**src/rtl/xfer_pkg.sv**
```systemverilog
package xfer_pkg;
  localparam int BYTE_W = 8;
  localparam int WORD_W = 2 * BYTE_W;

  // Build a ring entry: the earlier byte sits low; a lone byte has zero above it.
  function automatic logic [WORD_W-1:0] pack_entry(input logic [BYTE_W-1:0] early,
                                                   input logic [BYTE_W-1:0] late,
                                                   input logic              pair);
    pack_entry = pair ? {late, early} : {{BYTE_W{1'b0}}, early};
  endfunction

  // Select the byte of an entry sent in the given half (0 = low).
  function automatic logic [BYTE_W-1:0] pick_byte(input logic [WORD_W-1:0] entry,
                                                  input logic              upper);
    pick_byte = upper ? entry[WORD_W-1:BYTE_W] : entry[BYTE_W-1:0];
  endfunction

  // Half pointer after one byte: back to low when the entry closes.
  function automatic logic next_half(input logic upper, input logic last_in_block);
    next_half = !(upper || last_in_block);
  endfunction
endpackage

```
**src/rtl/xfer_ring.sv**
```systemverilog
module xfer_ring #(
  parameter int DEPTH = 32,
  parameter int WIDTH = 16,
  localparam int PTR_W = $clog2(DEPTH),
  localparam int CNT_W = PTR_W + 1
) (
  input  logic             clk,
  input  logic             rst_n,
  input  logic             clear,
  input  logic             push,
  input  logic [WIDTH-1:0] push_data,
  input  logic             pop,
  output logic [WIDTH-1:0] head,
  output logic [CNT_W-1:0] count,
  output logic             full,
  output logic             empty
);
  logic [WIDTH-1:0] mem [DEPTH];
  logic [PTR_W-1:0] rd_ptr_q, wr_ptr_q;
  logic [CNT_W-1:0] count_q;
  logic             do_push, do_pop;

  assign full    = (count_q == CNT_W'(DEPTH));
  assign empty   = (count_q == '0);
  assign do_push = push && !full;
  assign do_pop  = pop && !empty;
  assign head    = mem[rd_ptr_q];
  assign count   = count_q;

  always_ff @(posedge clk) begin
    if (do_push && !clear) mem[wr_ptr_q] <= push_data;
  end

  always_ff @(posedge clk or negedge rst_n) begin
    if (!rst_n) begin
      rd_ptr_q <= '0;
      wr_ptr_q <= '0;
      count_q  <= '0;
    end else if (clear) begin
      rd_ptr_q <= '0;
      wr_ptr_q <= '0;
      count_q  <= '0;
    end else begin
      if (do_push) wr_ptr_q <= wr_ptr_q + 1'b1;
      if (do_pop)  rd_ptr_q <= rd_ptr_q + 1'b1;
      case ({do_push, do_pop})
        2'b10:   count_q <= count_q + 1'b1;
        2'b01:   count_q <= count_q - 1'b1;
        default: count_q <= count_q;
      endcase
    end
  end


  no_overflow_chk: assert property (@(posedge clk) disable iff (!rst_n)
    count_q <= CNT_W'(DEPTH));

  full_write_dropped_chk: assert property (@(posedge clk) disable iff (!rst_n)
    (push && full && !pop && !clear) |=> (count_q == CNT_W'(DEPTH)));

  empty_read_holds_chk: assert property (@(posedge clk) disable iff (!rst_n)
    (pop && empty && !push && !clear) |=> ($stable(rd_ptr_q) && count_q == '0));
endmodule

```
**src/rtl/xfer_counters.sv**
```systemverilog
module xfer_counters #(
  parameter int LEN_W = 11,
  localparam int CW = LEN_W + 1
) (
  input  logic             clk,
  input  logic             rst_n,
  input  logic             blen_we,
  input  logic             nblk_we,
  input  logic [LEN_W-1:0] wdata,
  input  logic             reload,
  input  logic             byte_step,
  output logic [CW-1:0]    bytes_left,
  output logic [CW-1:0]    blocks_left,
  output logic             last_byte,
  output logic             block_done,
  output logic             xfer_done
);
  logic [CW-1:0] blen_q, nblk_q, bytes_q, blocks_q;
  logic [CW-1:0] wval;

  assign wval        = {1'b0, wdata} + 1'b1;
  assign last_byte   = (bytes_q == CW'(1));
  assign block_done  = byte_step && last_byte;
  assign xfer_done   = block_done && (blocks_q == CW'(1));
  assign bytes_left  = bytes_q;
  assign blocks_left = blocks_q;

  always_ff @(posedge clk or negedge rst_n) begin
    if (!rst_n) begin
      blen_q   <= CW'(1);
      nblk_q   <= CW'(1);
      bytes_q  <= CW'(1);
      blocks_q <= CW'(1);
    end else if (blen_we) begin
      blen_q  <= wval;
      bytes_q <= wval;
    end else if (nblk_we) begin
      nblk_q   <= wval;
      blocks_q <= wval;
      bytes_q  <= blen_q;
    end else if (reload) begin
      bytes_q  <= blen_q;
      blocks_q <= nblk_q;
    end else if (byte_step) begin
      if (last_byte) begin
        bytes_q  <= blen_q;
        blocks_q <= (blocks_q == CW'(1)) ? nblk_q : blocks_q - 1'b1;
      end else begin
        bytes_q <= bytes_q - 1'b1;
      end
    end
  end


  block_reload_chk: assert property (@(posedge clk) disable iff (!rst_n)
    (block_done && !blen_we && !nblk_we && !reload) |=> (bytes_q == blen_q));

  count_write_reload_chk: assert property (@(posedge clk) disable iff (!rst_n)
    (nblk_we && !blen_we) |=> (bytes_q == blen_q && blocks_q == nblk_q));
endmodule

```
**src/rtl/xfer_thresh.sv**
```systemverilog
module xfer_thresh #(
  parameter int LVL_W = 5
) (
  input  logic           clk,
  input  logic           rst_n,
  input  logic [LVL_W:0] fill,
  input  logic [LVL_W-1:0] af_lvl,
  input  logic [LVL_W-1:0] ae_lvl,
  input  logic           rx_dma_en,
  input  logic           tx_dma_en,
  input  logic           active,
  input  logic           dir_rx,
  output logic           rx_req,
  output logic           tx_req,
  output logic           rx_flag,
  output logic           tx_flag
);
  logic live, rx_hit, tx_hit;

  assign live   = active || (fill != '0);
  assign rx_hit = live && dir_rx && (fill > {1'b0, af_lvl});
  assign tx_hit = live && !dir_rx && (fill < {1'b0, ae_lvl});

  assign rx_req  = rx_hit && rx_dma_en;
  assign rx_flag = rx_hit && !rx_dma_en;
  assign tx_req  = tx_hit && tx_dma_en;
  assign tx_flag = tx_hit && !tx_dma_en;


  rx_route_chk: assert property (@(posedge clk) disable iff (!rst_n)
    !(rx_req && rx_flag));

  tx_route_chk: assert property (@(posedge clk) disable iff (!rst_n)
    !(tx_req && tx_flag));

  idle_quiet_chk: assert property (@(posedge clk) disable iff (!rst_n)
    (!active && fill == '0) |-> !(rx_req || tx_req || rx_flag || tx_flag));
endmodule

```
**src/rtl/xfer_fifo.sv**
```systemverilog
module xfer_fifo #(
  parameter int DEPTH = 32,
  parameter int LEN_W = 11,
  localparam int LVL_W = $clog2(DEPTH),
  localparam int WW = xfer_pkg::WORD_W,
  localparam int BW = xfer_pkg::BYTE_W
) (
  input  logic             clk,
  input  logic             rst_n,
  input  logic             cfg_we,
  input  logic             cfg_rx_dma,
  input  logic [LVL_W-1:0] cfg_af_lvl,
  input  logic             cfg_tx_dma,
  input  logic [LVL_W-1:0] cfg_ae_lvl,
  input  logic             blen_we,
  input  logic             nblk_we,
  input  logic [LEN_W-1:0] len_wdata,
  input  logic             cmd_start,
  input  logic             cmd_rx,
  input  logic             cpu_wr,
  input  logic [WW-1:0]    cpu_wdata,
  input  logic             cpu_rd,
  output logic [WW-1:0]    cpu_rdata,
  input  logic             eot_clr,
  output logic [15:0]      status,
  output logic             dma_rx_req,
  output logic             dma_tx_req,
  output logic             xfer_active,
  output logic [LVL_W:0]   fill_level,
  output logic [LEN_W:0]   bytes_left,
  output logic [LEN_W:0]   blocks_left,
  input  logic             card_rx_valid,
  input  logic [BW-1:0]    card_rx_data,
  output logic             card_rx_ready,
  output logic             card_tx_valid,
  output logic [BW-1:0]    card_tx_data,
  input  logic             card_tx_ready
);
  import xfer_pkg::*;

  // configuration and control state
  logic             rx_dma_q, tx_dma_q;
  logic [LVL_W-1:0] af_q, ae_q;
  logic             active_q, dir_rx_q, upper_q, eot_q;
  logic [BW-1:0]    early_q;

  // named internal events
  logic          rx_take, tx_take, byte_step;
  logic          rx_push, tx_pop, cpu_push, cpu_pop;
  logic          ring_push, ring_pop;
  logic [WW-1:0] push_word, head;
  logic          ring_full, ring_empty;
  logic          last_byte, block_done, xfer_done;
  logic          rx_flag, tx_flag;

  assign card_rx_ready = active_q && dir_rx_q && (fill_level <= {1'b0, af_q});
  assign rx_take       = card_rx_valid && card_rx_ready;
  assign card_tx_valid = active_q && !dir_rx_q && !ring_empty;
  assign card_tx_data  = pick_byte(head, upper_q);
  assign tx_take       = card_tx_valid && card_tx_ready;
  assign byte_step     = rx_take || tx_take;

  assign rx_push   = rx_take && (upper_q || last_byte);
  assign tx_pop    = tx_take && (upper_q || last_byte);
  assign cpu_push  = cpu_wr && !(active_q && dir_rx_q);
  assign cpu_pop   = cpu_rd && !(active_q && !dir_rx_q);
  assign ring_push = rx_push || cpu_push;
  assign ring_pop  = tx_pop || cpu_pop;
  assign push_word = rx_push ? pack_entry(upper_q ? early_q : card_rx_data, card_rx_data, upper_q)
                             : cpu_wdata;
  assign cpu_rdata = head;

  xfer_ring #(.DEPTH(DEPTH), .WIDTH(WW)) u_ring (
    .clk(clk), .rst_n(rst_n), .clear(cmd_start),
    .push(ring_push), .push_data(push_word), .pop(ring_pop),
    .head(head), .count(fill_level), .full(ring_full), .empty(ring_empty)
  );

  xfer_counters #(.LEN_W(LEN_W)) u_cnt (
    .clk(clk), .rst_n(rst_n), .blen_we(blen_we), .nblk_we(nblk_we),
    .wdata(len_wdata), .reload(cmd_start), .byte_step(byte_step),
    .bytes_left(bytes_left), .blocks_left(blocks_left),
    .last_byte(last_byte), .block_done(block_done), .xfer_done(xfer_done)
  );

  xfer_thresh #(.LVL_W(LVL_W)) u_thr (
    .clk(clk), .rst_n(rst_n), .fill(fill_level), .af_lvl(af_q), .ae_lvl(ae_q),
    .rx_dma_en(rx_dma_q), .tx_dma_en(tx_dma_q), .active(active_q), .dir_rx(dir_rx_q),
    .rx_req(dma_rx_req), .tx_req(dma_tx_req), .rx_flag(rx_flag), .tx_flag(tx_flag)
  );

  always_comb begin
    status     = '0;
    status[3]  = eot_q;
    status[10] = rx_flag;
    status[11] = tx_flag;
  end
  assign xfer_active = active_q;

  always_ff @(posedge clk or negedge rst_n) begin
    if (!rst_n) begin
      rx_dma_q <= 1'b0;
      tx_dma_q <= 1'b0;
      af_q     <= '1;
      ae_q     <= '0;
      active_q <= 1'b0;
      dir_rx_q <= 1'b0;
      upper_q  <= 1'b0;
      early_q  <= '0;
      eot_q    <= 1'b0;
    end else begin
      if (cfg_we) begin
        rx_dma_q <= cfg_rx_dma;
        tx_dma_q <= cfg_tx_dma;
        af_q     <= cfg_af_lvl;
        ae_q     <= cfg_ae_lvl;
      end
      if (cmd_start) begin
        active_q <= 1'b1;
        dir_rx_q <= cmd_rx;
        upper_q  <= 1'b0;
      end else begin
        if (xfer_done) active_q <= 1'b0;
        if (byte_step) upper_q <= next_half(upper_q, last_byte);
        if (rx_take && !upper_q) early_q <= card_rx_data;
      end
      if (xfer_done && !cmd_start) eot_q <= 1'b1;
      else if (eot_clr)            eot_q <= 1'b0;
    end
  end


  rx_stop_chk: assert property (@(posedge clk) disable iff (!rst_n)
    (rx_take && !cmd_start) |=> (fill_level <= {1'b0, af_q} + 1'b1));

  tx_empty_chk: assert property (@(posedge clk) disable iff (!rst_n)
    card_tx_valid |-> !ring_empty);

  end_of_xfer_chk: assert property (@(posedge clk) disable iff (!rst_n)
    (xfer_done && !cmd_start) |=> (!active_q && status[3]));

  one_request_chk: assert property (@(posedge clk) disable iff (!rst_n)
    $onehot0({dma_rx_req, dma_tx_req}));

  start_clears_chk: assert property (@(posedge clk) disable iff (!rst_n)
    cmd_start |=> (fill_level == '0 && active_q && dir_rx_q == $past(cmd_rx)));
endmodule

```
**config.mk**
```make
export PLATFORM = sky130hd
export DESIGN_NAME = xfer_fifo
export DESIGN_NICKNAME = d
export VERILOG_FILES = /design/src/rtl/xfer_pkg.sv /design/src/rtl/xfer_ring.sv /design/src/rtl/xfer_counters.sv /design/src/rtl/xfer_thresh.sv /design/src/rtl/xfer_fifo.sv
export SDC_FILE = /design/constraint.sdc
export NUM_CORES = 1
export LEC_CHECK = 0
export ABC_CLOCK_PERIOD_IN_PS = 11300
export BUFFER_PORTS_ARGS = -buffer_cell sky130_fd_sc_hd__clkbuf_2
export CAP_MARGIN = 40
export CORE_MARGIN = 5
export CORE_UTILIZATION = 55
export DETAILED_ROUTE_END_ITERATION = 6
export PLACE_DENSITY = 0.77
export SYNTH_ARGS = -nofsm -noshare
export SYNTH_HDL_FRONTEND = slang
export SYNTH_SLANG_ARGS = --single-unit
```
**constraint.sdc**
```tcl
create_clock -name clk -period 11.3 [get_ports clk]
set_input_delay 1.13 -clock clk [delete_from_list [all_inputs] [get_ports clk]]
set_output_delay 1.13 -clock clk [all_outputs]
set_load 0.05 [all_outputs]
```
==> metrics.log <==
[metrics] Worst Path Arrival: approximately 4300 ps
[metrics] prevailing post-synth register cell: edfxtp_1
[metrics] ratio of cells with drive above 1 in the final layout: 0.335
[metrics] endpoint required time on the critical path: just over 10000 ps
[metrics] outcome: finished clean
[metrics] sequential-to-total area share from yosys stat: 0.703
[metrics] initial core utilization: 0.554
[metrics] final total negative setup slack: 0 ps
[metrics] via count of the routed design: 13817
[metrics] Leakage: 0.00968 uW
[metrics] number of synthesized register bits: 600
[metrics] pwr/cell area: between 200 and 250 nW/um2
[metrics] share of the cycle needed by the critical path after routing: 0.480
[metrics] FF-to-FF Start: af_q[4]
[metrics] Synth-to-Final Area Change: 14.5%
[metrics] clock edge transition at the registers on the reported setup and hold paths: 70 ps
[metrics] headroom to the max-slew limit: 0.234
[metrics] max cap viols: 0
[metrics] compound-cell area share of the yosys netlist: 0.0357
[metrics] ANT cells: 0
[metrics] IR Drop Worst-Case VDD: 139 uV
[metrics] combinational family with the most area after synthesis: multiplexers
[metrics] adder-cell area share of the yosys netlist: 0.0110
[metrics] Final setup viols: 0
[metrics] r2r setup slk: 6600 ps
[metrics] global-route wire length before repair: 88.6 mm
[metrics] TritonCTS clock tree: built
[metrics] final design area excluding fillers: 28700 um2
[metrics] share of flip-flops with an asynchronous set or reset after synthesis: 0.147
[metrics] net count of the finished layout: 1638
[metrics] final slew viol count: 0
[metrics] type of origin of the critical path: flip-flop
[metrics] Worst path slowest cell: dfrtp_4
[metrics] number of buffers created by CTS: between 50 and 60
[metrics] Hold-fix buffers, CTS: 0
[metrics] wire length per cell after detailed routing: 27.1 um
[metrics] leading cell type in the layout, fill and taps excluded: edfxtp_1
[metrics] unrepaired setup endpoints after global routing: no
[metrics] overall die width: 223 um
[metrics] # Post-CTS Setup Buffers: 0
[metrics] site row count: 78
[metrics] final-layout fill cell count: 3000
[metrics] number of cells on the worst reg-to-reg path: 12
[metrics] crit end category: primary output
[metrics] clock latency on the worst-skew pair: between 600 and 700 ps
[metrics] Remaining Overflow, GRT: 0
[metrics] Pre-antenna DRT Iters: 7
[metrics] capture point of the worst reg-to-reg path: u_ring.mem[25][10]
[metrics] simple-gate area share of the yosys netlist: 0.0475
[metrics] largest driver fanout on the critical path: 109
[metrics] cell breakdown of the critical path: buf_12 > mux4_2 > mux4_2 > mux2_2 > mux2_2 > clkbuf_2
[metrics] instance count of the mapped netlist: 1394
[metrics] Total Power: 5990 uW
[metrics] drt initial violations: 1562
[metrics] number of buffers on the longest clock path: 3
[metrics] largest net degree at the start of global routing: 110
[metrics] post-synthesis share of cell area spent on xor and xnor gates: 0.0136
[metrics] commonest non-fill, non-tap cells in the layout: 512 x edfxtp_1, 160 x mux4_2, 119 x clkbuf_2, 75 x dfrtp_1, 72 x nor2_1
[metrics] Yosys warnings: 0
[metrics] fraction of synthesized area in multiplexers: 0.169
[metrics] cell area after placement: 26800 um2
[metrics] number of gates resized after cts: 0
[metrics] post-DP HPWL: 34.8 mm
[metrics] maximum cell stage delay along the critical path: 740 ps
[metrics] detail-routed via count per cell: 6.27
[metrics] Post-Synthesis Mean Instance Area: 18.0 um2
[metrics] Buffers on Ports: between 100 and 150
[metrics] Routability Congestion: around 0.84
[metrics] Distinct cells, synth: a little under 60
[metrics] endpoints failing hold: 0
[metrics] via count of the first global-routing pass: 13728
[metrics] area of the die: between 40000 and 50000 um2
[metrics] H-tree depth reported by CTS: 2
[metrics] post-layout min period: around 5400 ps
[metrics] number of design rule violations left after detail routing: 0
[metrics] Crit Path Class: reg -> out
[metrics] Total GRT Usage: 0.237
[metrics] Post-synth EDFFs: 512
[metrics] type of the tightest min-delay check: in -> async
[metrics] max frequency: 184 MHz
[metrics] number of antenna violations at the first check in global routing: 1
[metrics] Floorplan Core Area: 45200 um2
[metrics] clk_skew: 14.9 ps
[metrics] height of the chip: roughly 220 um
[metrics] clock tree sinks: 600
[metrics] transition time at the pin with the least slew margin: 1150 ps
[metrics] root cell of the clock tree: clkbuf_16
[metrics] ports placed on the boundary: 134
[metrics] area of the mapped netlist: 25000 um2
[metrics] ANT nets after route: 0
[metrics] total length of routed wires: 59.7 mm
[synth_stat cells (3+ instances only)]
cell	n	area [um2]
edfxtp_1	512	15400
mux4_2	160	3600
nor2_1	104	390
dfrtp_1	79	1980
nand2_1	65	244
clkbuf_1	49	184
a21oi_1	46	230
mux2_2	43	484
o21ai_0	41	205
inv_1	28	105
ha_1	22	275
xnor2_1	21	184
buf_1	18	67.6
xor2_1	18	158
buf_4	17	128
nor3_1	16	80.1
mux2i_1	15	150
nand2b_1	13	81.3
a211oi_1	11	82.6
a22o_1	10	87.6
nand3_1	10	50.1
dfstp_2	9	236
nand4_1	8	50.1
a31oi_1	6	37.5
or3_1	6	37.5
nand3b_1	5	37.5
a22oi_1	4	30.0
and3_1	4	25.0
nor2b_1	4	25.0
nor4_1	4	25.0
a21o_1	3	22.5
nor2_2	3	18.8
o211ai_1	3	22.5
[where the power goes]
part	total, uW	switching, uW	internal (uW)
sequential	2640	104	2540
clock	1880	821	1060
combinational	1470	877	589
[worst max-delay path, delay by kind of cell, from the launching register on]
family                 cells  cell delay (ps)
multiplexers               4             1780
buffers and inverters      2              760
flip-flops                 1              740
[worst max path at each step]
stage / from / to / slack (ps) / depth (start not counted)
finish: u_ring.rd_ptr_q[0] / card_tx_data[5] / 5880 / 6
global route: u_ring.rd_ptr_q[0] / card_tx_data[6] / 5720 / 6
CTS: u_ring.rd_ptr_q[0] / card_tx_data[4] / 5870 / 6
detailed placement: u_ring.rd_ptr_q[0] / card_tx_data[2] / 6550 / 6
global placement: u_ring.rd_ptr_q[1] / card_tx_data[2] / 6380 / 6
floorplan: u_ring.rd_ptr_q[0] / card_tx_data[0] / 7050 / 7
[per-layer routing]
metal	global-route usage	up-vias	routed length (um)
met2	0.404	708	31100
met5	0	-	7
met4	0.0757	2	1750
met3	0.0407	110	4510
li1	-	5838	-
met1	0.318	7159	22400
[kinds of logic after synthesis]
kind of cell	count (synthesis)
adders and majority gates	22
xor gates and xnor gates	39
DFF	600
muxes	218
buffers and inverters	115
other	1
and+or+nand+nor	256
AOI/OAI and AO/OA	143
[per-stage QoR]
step / hold WS (ps) / worst slack (ps) / cells / util
after global placement: 456 / 6380 / 2073 / 0.585
after detailed placement: 462 / 6550 / 2099 / 0.594
final: 473 / 5880 / 2205 / 0.635
after CTS: 455 / 5870 / 2205 / 0.635
after global routing: 478 / 5720 / 2205 / 0.635
after floorplan: 442 / 7050 / 1406 / -
[sequential cells by signal, indices dropped and copies added, names as in the netlist, 6 cells and up]
register	flops
early_q	8
u_cnt.blen_q	12
u_cnt.blocks_left	12
u_cnt.bytes_left	12
u_cnt.nblk_q	12
u_ring.count	6
u_ring.mem	512
[cell type report]
type / count / area, um2 / area share
tap: 600 / 751 / 0.0262
clock inverter: 39 / 340 / 0.0119
inverter: 28 / 105 / 0.00367
multi-input combinational: 691 / 7100 / 0.248
clock buffer: 67 / 1490 / 0.0521
timing repair buffer: 180 / 1290 / 0.0449
sequential: 600 / 17600 / 0.614
Power figures use the tool's default switching activity.
